<file path="src/rtl/irqc_pkg.sv">
package irqc_pkg;
  // Register addresses on the port bus
  localparam int unsigned ADR_ENABLE  = 32'h0000;
  localparam int unsigned ADR_PENDING = 32'h0001;
  localparam int unsigned ADR_CONTROL = 32'h0002;
  localparam int unsigned ADR_VECTOR  = 32'h0003;
endpackage

</file>
<file path="src/rtl/irqc_edge.sv">
module irqc_edge #(
  parameter int unsigned N = 16
) (
  input  logic         clk,
  input  logic         rst_n,
  input  logic         en,
  input  logic [N-1:0] raw,
  output logic [N-1:0] rise
);
  logic [N-1:0] prev_q;

  always_ff @(negedge clk or negedge rst_n) begin
    if (!rst_n)  prev_q <= '0;
    else if (en) prev_q <= raw;
  end

  assign rise = raw & ~prev_q;
endmodule

</file>
<file path="src/rtl/irqc_regs.sv">
module irqc_regs import irqc_pkg::*; #(
  parameter int unsigned N      = 16,
  parameter int unsigned ADDR_W = 16,
  localparam int unsigned VW    = (N > 1) ? $clog2(N) : 1
) (
  input  logic          clk,
  input  logic          rst_n,
  input  logic          en,
  input  logic          wr,
  input  logic [ADDR_W-1:0] addr,
  input  logic [N-1:0]  wdata,
  input  logic [N-1:0]  rise,
  input  logic          ack_hit,
  input  logic [VW-1:0] ack_idx,
  output logic [N-1:0]  enable_q,
  output logic [N-1:0]  pend_q,
  output logic          master_q
);
  logic          wr_enable, wr_pending, wr_control;
  logic [N-1:0]  clr_sw, clr_ack, pend_next;
  localparam logic [N-1:0] ONE = {{(N-1){1'b0}}, 1'b1};

  assign wr_enable  = wr && (addr == ADDR_W'(ADR_ENABLE));
  assign wr_pending = wr && (addr == ADDR_W'(ADR_PENDING));
  assign wr_control = wr && (addr == ADDR_W'(ADR_CONTROL));

  always_comb begin
    clr_sw    = wr_pending ? wdata : '0;
    clr_ack   = ack_hit ? (ONE << ack_idx) : '0;
    pend_next = (pend_q & ~clr_sw & ~clr_ack) | (rise & enable_q);
  end

  always_ff @(negedge clk or negedge rst_n) begin
    if (!rst_n) begin
      enable_q <= '0;
      pend_q   <= '0;
      master_q <= 1'b0;
    end else if (en) begin
      if (wr_enable)  enable_q <= wdata;
      if (wr_control) master_q <= wdata[0];
      pend_q <= pend_next;
    end
  end

  // module enable low freezes every register here
  p_freeze_regs_r8: assert property (@(negedge clk) disable iff (!rst_n)
    !en |=> ($stable(enable_q) && $stable(pend_q) && $stable(master_q)));

  // a newly pending bit must belong to an enabled source
  p_masked_drop_r2: assert property (@(negedge clk) disable iff (!rst_n)
    en |=> ((pend_q & ~$past(pend_q) & ~$past(enable_q)) == '0));
endmodule

</file>
<file path="src/rtl/irqc_prio.sv">
module irqc_prio #(
  parameter int unsigned N = 16,
  localparam int unsigned VW = (N > 1) ? $clog2(N) : 1
) (
  input  logic [N-1:0]  pend,
  output logic          any,
  output logic [VW-1:0] idx
);
  always_comb begin
    any = |pend;
    idx = '0;
    for (int i = int'(N) - 1; i >= 0; i--) begin
      if (pend[i]) idx = VW'(i);
    end
  end
endmodule

</file>
<file path="src/rtl/irq_mask_ctl.sv">
module irq_mask_ctl import irqc_pkg::*; #(
  parameter int unsigned N_SRC  = 16,
  parameter int unsigned ADDR_W = 16,
  parameter int unsigned DATA_W = 16,
  localparam int unsigned VEC_W = (N_SRC > 1) ? $clog2(N_SRC) : 1
) (
  input  logic              clk,
  input  logic              rst_n,
  input  logic              mod_en,
  input  logic [N_SRC-1:0]  irq_in,
  input  logic [ADDR_W-1:0] port_addr,
  input  logic              port_wr,
  input  logic              port_rd,
  input  logic [DATA_W-1:0] port_wdata,
  output logic [DATA_W-1:0] port_rdata,
  output logic              cpu_req,
  output logic [VEC_W-1:0]  cpu_vec,
  input  logic              cpu_ack
);
  logic [N_SRC-1:0]  rise, enable_q, pend_q;
  logic              master_q, any_pend, ack_hit, fire;
  logic [VEC_W-1:0]  win_idx, vec_q;
  logic              req_q;
  logic [DATA_W-1:0] rd_mux, rdata_q;

  assign ack_hit = req_q & cpu_ack;
  assign fire    = master_q & any_pend;

  irqc_edge #(.N(N_SRC)) u_edge (
    .clk(clk), .rst_n(rst_n), .en(mod_en), .raw(irq_in), .rise(rise)
  );

  irqc_regs #(.N(N_SRC), .ADDR_W(ADDR_W)) u_regs (
    .clk(clk), .rst_n(rst_n), .en(mod_en), .wr(port_wr), .addr(port_addr),
    .wdata(port_wdata[N_SRC-1:0]), .rise(rise), .ack_hit(ack_hit),
    .ack_idx(vec_q), .enable_q(enable_q), .pend_q(pend_q), .master_q(master_q)
  );

  irqc_prio #(.N(N_SRC)) u_prio (
    .pend(pend_q), .any(any_pend), .idx(win_idx)
  );

  always_comb begin
    rd_mux = '0;
    if (port_addr == ADDR_W'(ADR_ENABLE))       rd_mux[N_SRC-1:0] = enable_q;
    else if (port_addr == ADDR_W'(ADR_PENDING)) rd_mux[N_SRC-1:0] = pend_q;
    else if (port_addr == ADDR_W'(ADR_CONTROL)) rd_mux[0] = master_q;
    else if (port_addr == ADDR_W'(ADR_VECTOR)) begin
      rd_mux[VEC_W-1:0]  = vec_q;
      rd_mux[DATA_W-1]   = req_q;
    end
  end

  always_ff @(posedge clk or negedge rst_n) begin
    if (!rst_n) begin
      req_q   <= 1'b0;
      vec_q   <= '0;
      rdata_q <= '0;
    end else if (mod_en) begin
      if (ack_hit) begin
        req_q <= 1'b0;
      end else begin
        req_q <= fire;
        if (fire) vec_q <= win_idx;
      end
      if (port_rd) rdata_q <= rd_mux;
    end
  end

  assign cpu_req    = req_q;
  assign cpu_vec    = vec_q;
  assign port_rdata = rdata_q;

  // Helpers for the priority check
  logic [N_SRC-1:0] vec_bit, vec_upto;
  assign vec_bit  = {{(N_SRC-1){1'b0}}, 1'b1} << vec_q;
  assign vec_upto = (vec_bit << 1) - 1'b1;

  // a request implies master enable was set when it was formed
  p_req_needs_master_r4: assert property (@(posedge clk) disable iff (!rst_n)
    req_q |-> $past(master_q));

  // the vector is pending and nothing lower-numbered was pending
  p_vec_lowest_r5: assert property (@(posedge clk) disable iff (!rst_n)
    req_q |-> (($past(pend_q) & vec_upto) == vec_bit));

  // an accepted acknowledge drops the request for the next cycle
  p_ack_drop_r6: assert property (@(posedge clk) disable iff (!rst_n)
    (mod_en && req_q && cpu_ack) |=> !req_q);

  // outputs hold while the module is disabled
  p_freeze_out_r8: assert property (@(posedge clk) disable iff (!rst_n)
    !mod_en |=> ($stable(req_q) && $stable(vec_q) && $stable(rdata_q)));
endmodule

</file>
<file path="config.mk">
export PLATFORM = sky130hd
export DESIGN_NAME = irq_mask_ctl
export DESIGN_NICKNAME = d
export VERILOG_FILES = /design/src/rtl/irqc_pkg.sv /design/src/rtl/irqc_edge.sv /design/src/rtl/irqc_regs.sv /design/src/rtl/irqc_prio.sv /design/src/rtl/irq_mask_ctl.sv
export SDC_FILE = /design/constraint.sdc
export NUM_CORES = 1
export LEC_CHECK = 0
export BUFFER_PORTS_ARGS = -buffer_cell sky130_fd_sc_hd__buf_2
export CORE_MARGIN = 2
export CORE_UTILIZATION = 59
export DETAILED_ROUTE_END_ITERATION = 6
export PLACE_DENSITY = 0.92
export SLEW_MARGIN = 10
export SYNTH_ARGS = -nofsm -noshare
export SYNTH_HDL_FRONTEND = slang
export SYNTH_HIERARCHICAL = 1
export SYNTH_SLANG_ARGS = --single-unit
export TNS_END_PERCENT = 1
</file>
<file path="constraint.sdc">
create_clock -name clk -period 2.58 [get_ports clk]
set_clock_uncertainty 0.1 [all_clocks]
set_input_delay 0.387 -clock clk [delete_from_list [all_inputs] [get_ports clk]]
set_output_delay 0.387 -clock clk [all_outputs]
set_load 0.02 [all_outputs]
</file>
Word level (Yosys, flattened, before mapping). Index checks and enable logic that the tools add are counted.

Register bits: 70. Latch bits: 0. Memory bits (writable): 0. Bits in read-only memories: 0. Input bits: 54. Word-level logic and storage cells: 59. Memories: 0.

$add $sub $neg: 0. $mul: 0. Div/mod/pow operators: 0. Order comparisons: 0. Eq/ne operators: 3. Shifts and indexed selects: 1. Muxes and demuxes: 28. Bitwise gates (word level): 11. Reduce and logical (&&, ||, !) cells: 9.

Operators by type and width (count): two-way mux 4 bit (18); AND 16 bit (4); two-way mux 16 bit (3); inverter 16 bit (3); == test 16 x 2 -> 1 bit, second input constant (2); == test 16 x 1 -> 1 bit, second input constant (1); logical NOT 16 bit (1); bitwise OR 16 bit (1); OR reduction 16 bit (1); left shift 1 x 4 -> 16 bit, first input constant (1); two-way mux 11 bit (1); AND reduction 2 bit (3); two-way mux 1 bit (5); logical AND 1 bit (3); two-way mux 3 bit (1); AND reduction 3 bit (1); AND 1 bit (2); inverter 1 bit (1).

Logic depth before layout (Yosys ltp). Gate-level depths: netlist of the first run.

Word-level depth: 16. Depth in mapped cells: 7. Mapped depth without buffers: 6.

Hierarchy. Netlist of the first run, hierarchy kept.

Modules (own cells, without submodules): irqc_regs (instances 1, cells an instance 140, area each 1687.9 µm², seq. area each 825.8 µm²); irq_mask_ctl (instances 1, cells an instance 99, area each 1141.1 µm², seq. area each 525.5 µm²); irqc_edge (instances 1, cells an instance 50, area each 749.5 µm², seq. area each 400.4 µm²); irqc_prio (instances 1, cells an instance 34, area each 176.4 µm², seq. area each 0.0 µm²).

==> flow_summary_export.csv, run 1 <==
group,metric,value,unit
synth,synth_seq_cells,70,
sta,fin_tns_setup,-15.97,ns
setup_path,critPathMaxFanout,4,
layout,fin_nets,499,
cts,clk_latency,0.35,ns
pwr,p_leak,2.23,nW
sta,fin_ws,-0.621,ns
cts,cts.reportedPaths.clkPinSlew,0.08,ns
floorplanning,die-area,0.00702,mm²
synth,synth_area,0.00375,mm²
setup_path,criticalPathCategory,"reg -> reg",
setup_path,worst_path_largest_cell_delay,0.38,ns
sta,tightestPinTransition,0.655,ns
floorplanning,initial_utilization,0.602,
pwr,power,2.20,mW
floorplanning,num_rows,29,
sta,setup_viol,43,
cts,cts_buffers,9,
setup_path,worst_path_max_delay_cell,"dfrtn_1",
grt,grt_overflow,0,
layout,area_growth,30.0,%
layout,diodes,0,
synth,synth_ff_type,"dfrtn_1",
synth,yosys.cell_types.count,44,
route,drt_iter0_markers,321,
setup_path,cp_cell_sequence,"nor4_4 > nand3_1 > or3_1 > nand3_2 > nor2_2 > mux2_2",
status,violations,"negative setup slack",
synth,avgSynthCellArea,11.6,µm²
floorplanning,die_w,83.8,µm
grt,grt_pass1_wl,17600,µm
route,detail_route.vias_per_cell,6.43,
layout,post_route_cells_drive_above_1_share,0.480,
floorplanning,core,0.00624,mm²
place,dp_hpwl,7310,µm
flow_run,max_cap_violations,0,
synth,ys_warn_count,6,
cts,cts_max_level,3,
route,vias,3389,
floorplanning,io_pins,75,
floorplanning,dieHeight,83.8,µm
sta,rsz0062_at_grt,"true",
route,drc,0,
cts,ctsLongestPathBuffers,2,
grt,antenna_found_initial,0,
place,pre_cts_slack,-0.757,ns
setup_path,end_kind,"flop",
place,place.gp.congestion,0.916,
route,dr.pass1.iters,5,
setup_path,critPathRequiredTime,2.71,ns
synth,synth_edf_count,0,
grt,grt_usage,0.321,
sta,timing.final.hold_violations,0,
grt,grt_max_degree,71,
synth,async_flop_share,1.00,
synth,syn-num-nets,377,
setup_path,arrival,3.33,ns
sta,slew_violations,0,
pwr,ir_drop,0.377,mV
cts,cts_tree,"done",
route,wl_per_cell,20.7,µm
route,drt.antenna.violating_nets,0,
status,outcome,"finished with violations",
cts,root_buffer,"clkbuf_8",
cts,cts_sinks,70,
route,drt_wl_total,10900,µm
worst_hold_path,min_path_type,"reg -> reg",
grt,grt_pass1_vias,3460,
synth,netlist_instances,323,
synth,seq_area_frac_synth,0.467,
sta,timing.slew.headroom,0.562,
pwr,p_per_area,452,mW/mm²
place,io_buffer_count,74,
setup_path,startpoint_type,"flop",
registers in the layout, summed over array words and instances (netlist names):
name,count
port_rdata,16
cpu_req,1
u_regs/pend_q,16
u_edge/prev_q,16
u_regs/enable_q,16
cpu_vec,4
u_regs/master_q,1
metrics by stage:
step                      hold WS (ns)   util  instance area, µm²  std cells
after floorplan               -0.00859      -                3790        323
after global placement           0.332  0.728                4540        507
after detailed placement         0.336  0.728                4540        507
after CTS                        0.358  0.781                4870        527
after global routing             0.372  0.782                4880        527
final                            0.355  0.782                4880        527
path summary, 6_finish.rpt:
| path | startpoint | to | slack, ns | cells after the start |
|---|---|---|---|---|
| worst max-delay path | u_regs/pend_q[5] | cpu_vec[3] | -0.62 | 6 |
| worst min-delay path | u_edge/prev_q[14] | u_edge/prev_q[14] | 0.35 | 1 |
| worst max register to register | u_regs/pend_q[5] | cpu_vec[3] | -0.62 | 6 |
| worst min register to register | u_edge/prev_q[14] | u_edge/prev_q[14] | 0.35 | 1 |
| max in group asynchronous | rst_n | u_regs/enable_q[1] | 0.36 | 3 |
| min in group asynchronous | rst_n | port_rdata[11] | 0.49 | 3 |
routing by layer:
layer / global-route usage / part of all wire
met1: 0.410 / 0.39
met2: 0.504 / 0.48
met3: 0.0781 / 0.079
met4: 0.177 / 0.047
met5: 0 / 0
power breakdown:
| group | switching, mW | internal (mW) |
|---|---|---|
| sequential | 0.0177 | 1.13 |
| combinational | 0.145 | 0.127 |
| clock | 0.432 | 0.347 |
| total | 0.595 | 1.61 |
logic make-up (layout without fill, tap and decap cells):
family	after synthesis	count (layout)	synth area share
multiplexers	53	53	0.178
flip-flops	70	70	0.467
AND/OR/NAND/NOR	98	98	0.155
buffers and inverters	23	150	0.0407
AO/OA/AOI/OAI	79	79	0.159
layout by cell type (no fill, tap or decap), drive strengths merged, types with 2 or more instances in the layout:
cell / n
nand2: 19
nor2b: 32
o22ai: 2
mux2: 41
dfrtp: 21
o21ai: 18
inv: 7
a31oi: 18
nand4: 2
nand3: 4
nor4: 8
and2: 2
buf: 128
clkbuf: 10
a211oi: 4
dfrtn: 49
a311o: 16
o31ai: 13
clkinv: 4
a221oi: 4
nand3b: 2
nor3: 2
a21oi: 3
nor2: 15
nand2b: 4
mux2i: 11
Yosys cell counts (all sizes together) (3+ instances only):
cell / instances / area share
dfrtn: 49 / 0.33
buf: 12 / 0.030
clkbuf: 6 / 0.0060
nand2: 19 / 0.019
nor4: 8 / 0.022
o31ai: 13 / 0.034
o21ai: 18 / 0.024
dfrtp: 21 / 0.14
a31oi: 18 / 0.030
a21oi: 3 / 0.0040
mux2i: 11 / 0.029
inv: 5 / 0.0050
mux2: 41 / 0.14
nor2: 15 / 0.016
nor2b: 32 / 0.053
nand3: 4 / 0.0053
a221oi: 4 / 0.0093
nand2b: 4 / 0.0067
a211oi: 4 / 0.0093
a311o: 16 / 0.043
area by class of cell:
type | instances | area [µm²]
clock buffer | 10 | 128
clock inverter | 6 | 36.3
fill | 386 | 1360
inverter | 5 | 18.8
multi-input combinational | 230 | 1970
sequential | 70 | 1750
tap | 77 | 96.3
timing repair buffer | 129 | 877
worst max-delay path, delay by kind of cell, from the launching register on:
kind | cells | cell delay, ns
DFF | 1 | 0.38
muxes | 1 | 0.29
and+or+nand+nor | 5 | 1.05
timing repair:
| item | CTS | global route |
|---|---|---|
| gates cloned | 0 | 0 |
| gates resized for setup | 52 | 2 |
| setup buffers | 3 | 0 |
| hold buffers | 1 | 0 |
| endpoints found under the hold margin | 21 | 0 |
| setup endpoints to repair | 43 | 43 |
| pin swaps | 14 | 4 |
Power figures use the tool's default switching activity.
==> run 2: changes to the inputs <==
==> constraint.sdc (replaced) <==
create_clock -name clk -period 2.58 [get_ports clk]
set_clock_uncertainty 0.1 [all_clocks]
set_input_delay 0.387 -clock clk [delete_from_list [all_inputs] [get_ports clk]]
set_output_delay 0.387 -clock clk [all_outputs]
set_load 0.05 [all_outputs]
==> flow_summary_export.csv, run 2 (synthesis gave the netlist of run 1 again) <==
group,metric,value,unit
status,outcome,"finished with violations",
status,violations,"negative setup slack",
pwr,power,2.31,mW
setup_path,worst_path_max_delay_cell,"dfrtn_1",
route,wl_per_cell,22.3,µm
floorplanning,die_w,83.8,µm
pwr,switchingPower,0.603,mW
floorplanning,dieHeight,83.8,µm
cts,cts_sinks,70,
route,dr.pass1.iters,7,
setup_path,arrival,3.25,ns
pwr,seqPwrFrac,0.499,
layout,diodes,0,
pwr,p_int,1.71,mW
setup_path,startpoint_type,"flop",
grt,antenna_found_initial,0,
sta,hold_slack,0.355,ns
worst_hold_path,whs_path_depth,1,
setup_path,cp_cell_sequence,"nor4_4 > nand3_2 > or3_4 > nand3_2 > nor2_2 > mux2_2",
setup_path,rrSetupSlack,-0.53,ns
cts,ctsLongestPathBuffers,2,
floorplanning,die-area,0.00702,mm²
place,place.gp.congestion,1.03,
worst_hold_path,min_to,"u_edge/prev_q[15]",
layout,area_growth,31.1,%
setup_path,criticalPathCategory,"reg -> reg",
floorplanning,initial_utilization,0.602,
worst_hold_path,hold_path.startpoint,"u_edge/prev_q[15]",
pwr,comb_power_share,0.127,
layout,fin_nets,503,
setup_path,critPathMaxFanout,4,
layout,final_common_cell,"buf_2",
route,drt.antenna.violating_nets,0,
route,drc,0,
grt,grt_overflow,0,
cts,cts_tree,"done",
route,detail_route.vias_per_cell,6.65,
sta,rsz0062_at_grt,"true",
route,vias,3530,
sta,fin_ws,-0.525,ns
place,dp_cells,512,
cts,cts_max_level,3,
sta,setup_viol,43,
layout,fin_cells,531,
setup_path,reg2reg_to,"cpu_vec[3]",
pwr,ir_drop,0.517,mV
setup_path,rr_worst_depth,6,
pwr,p_per_area,469,mW/mm²
cts,cts_buffers,9,
grt,grt_max_degree,71,
sta,timing.final.hold_violations,0,
setup_path,worstSetupStartpoint,"u_regs/pend_q[4]",
route,drt_wl_total,11800,µm
pwr,clock_power_share,0.374,
layout,nFillCells,347,
flow_run,max_cap_violations,0,
sta,slew_violations,0,
layout,layout_common_cells,"buf_2, buf_4, dfrtn_1, nor2b_1, mux2_4",
pwr,p_leak,2.24,nW
sta,timing.slew.headroom,0.550,
floorplanning,core,0.00624,mm²
worst_hold_path,min_path_type,"reg -> reg",
sta,tightestPinTransition,0.673,ns
setup_path,critPathRequiredTime,2.72,ns
pwr,p_sw_frac,0.261,
setup_path,end_kind,"flop",
floorplanning,io_pins,75,
place,io_buffer_count,74,
cts,cts.reportedPaths.clkPinSlew,0.07,ns
grt,grt_pass1_wl,18300,µm
cts,root_buffer,"clkbuf_8",
floorplanning,num_rows,29,
setup_path,worst_path_largest_cell_delay,0.37,ns
grt,grt_pass1_vias,3565,
place,dp_hpwl,7390,µm
route,drt_iter0_markers,441,
setup_path,cpMostUsedCell,"nand3_2",
cts,clk_latency,0.36,ns
grt,grt_usage,0.338,
layout,post_route_cells_drive_above_1_share,0.493,
setup_path,r2r_start,"u_regs/pend_q[4]",
run 2: layout make-up:
class	count	area, µm²	share of cell area
Timing Repair Buffer	133	881	0.179
Tap cell	77	96.3	0.0196
Multi-Input combinational cell	230	1990	0.405
Sequential cell	70	1750	0.356
Clock inverter	4	47.5	0.00966
Inverter	5	18.8	0.00381
Clock buffer	12	135	0.0274
run 2: power by group through the flow:
| stage | registers, mW | logic (mW) | clock network, mW |
|---|---|---|---|
| floorplan | 1.19 | 0.121 | 0 |
| global placement | 1.17 | 0.265 | 0 |
| detailed placement | 1.17 | 0.276 | 0 |
| CTS | 1.15 | 0.288 | 0.858 |
| global route | 1.16 | 0.313 | 0.910 |
| finish | 1.15 | 0.294 | 0.864 |
run 2: critical path: cells and delay by family (launching register included):
family | cells | cell delay [ns]
simple gates | 5 | 0.96
flops | 1 | 0.37
mux | 1 | 0.28
run 2: metal layers:
layer | up-vias | global-route usage | routed length, µm
met4 | 0 | 0.195 | 758
met5 | - | 0 | 0
li1 | 1467 | - | -
met2 | 287 | 0.541 | 5480
met3 | 97 | 0.0910 | 1170
met1 | 1679 | 0.414 | 4430
run 2: worst max path at each step:
stage / endpoint / slack, ns
after detailed placement: u_regs/enable_q[15] / -0.80
after floorplan: u_regs/enable_q[10] / -0.66
after global routing: cpu_vec[3] / -0.60
final: cpu_vec[3] / -0.53
after global placement: u_regs/enable_q[4] / -0.73
after CTS: cpu_vec[3] / -0.56
run 2: repair_timing:
item | in CTS | in global routing
pin swaps | 9 | 3
hold buffers | 1 | 0
resized for setup | 37 | 9
endpoints found under the hold margin | 21 | 0
buffers inserted | 1 | 1
setup endpoints to repair | 43 | 43
run 2: through the flow:
step                      cell area [µm²]   util  TNS (ns)  setup WS, ns
after floorplan                      3800      -    -19.95        -0.658
after global placement               4570  0.733    -26.20        -0.727
after detailed placement             4570  0.733    -28.95        -0.802
after CTS                            4880  0.782    -14.68        -0.561
after global routing                 4920  0.789    -17.93        -0.603
final                                4920  0.789    -17.17        -0.525
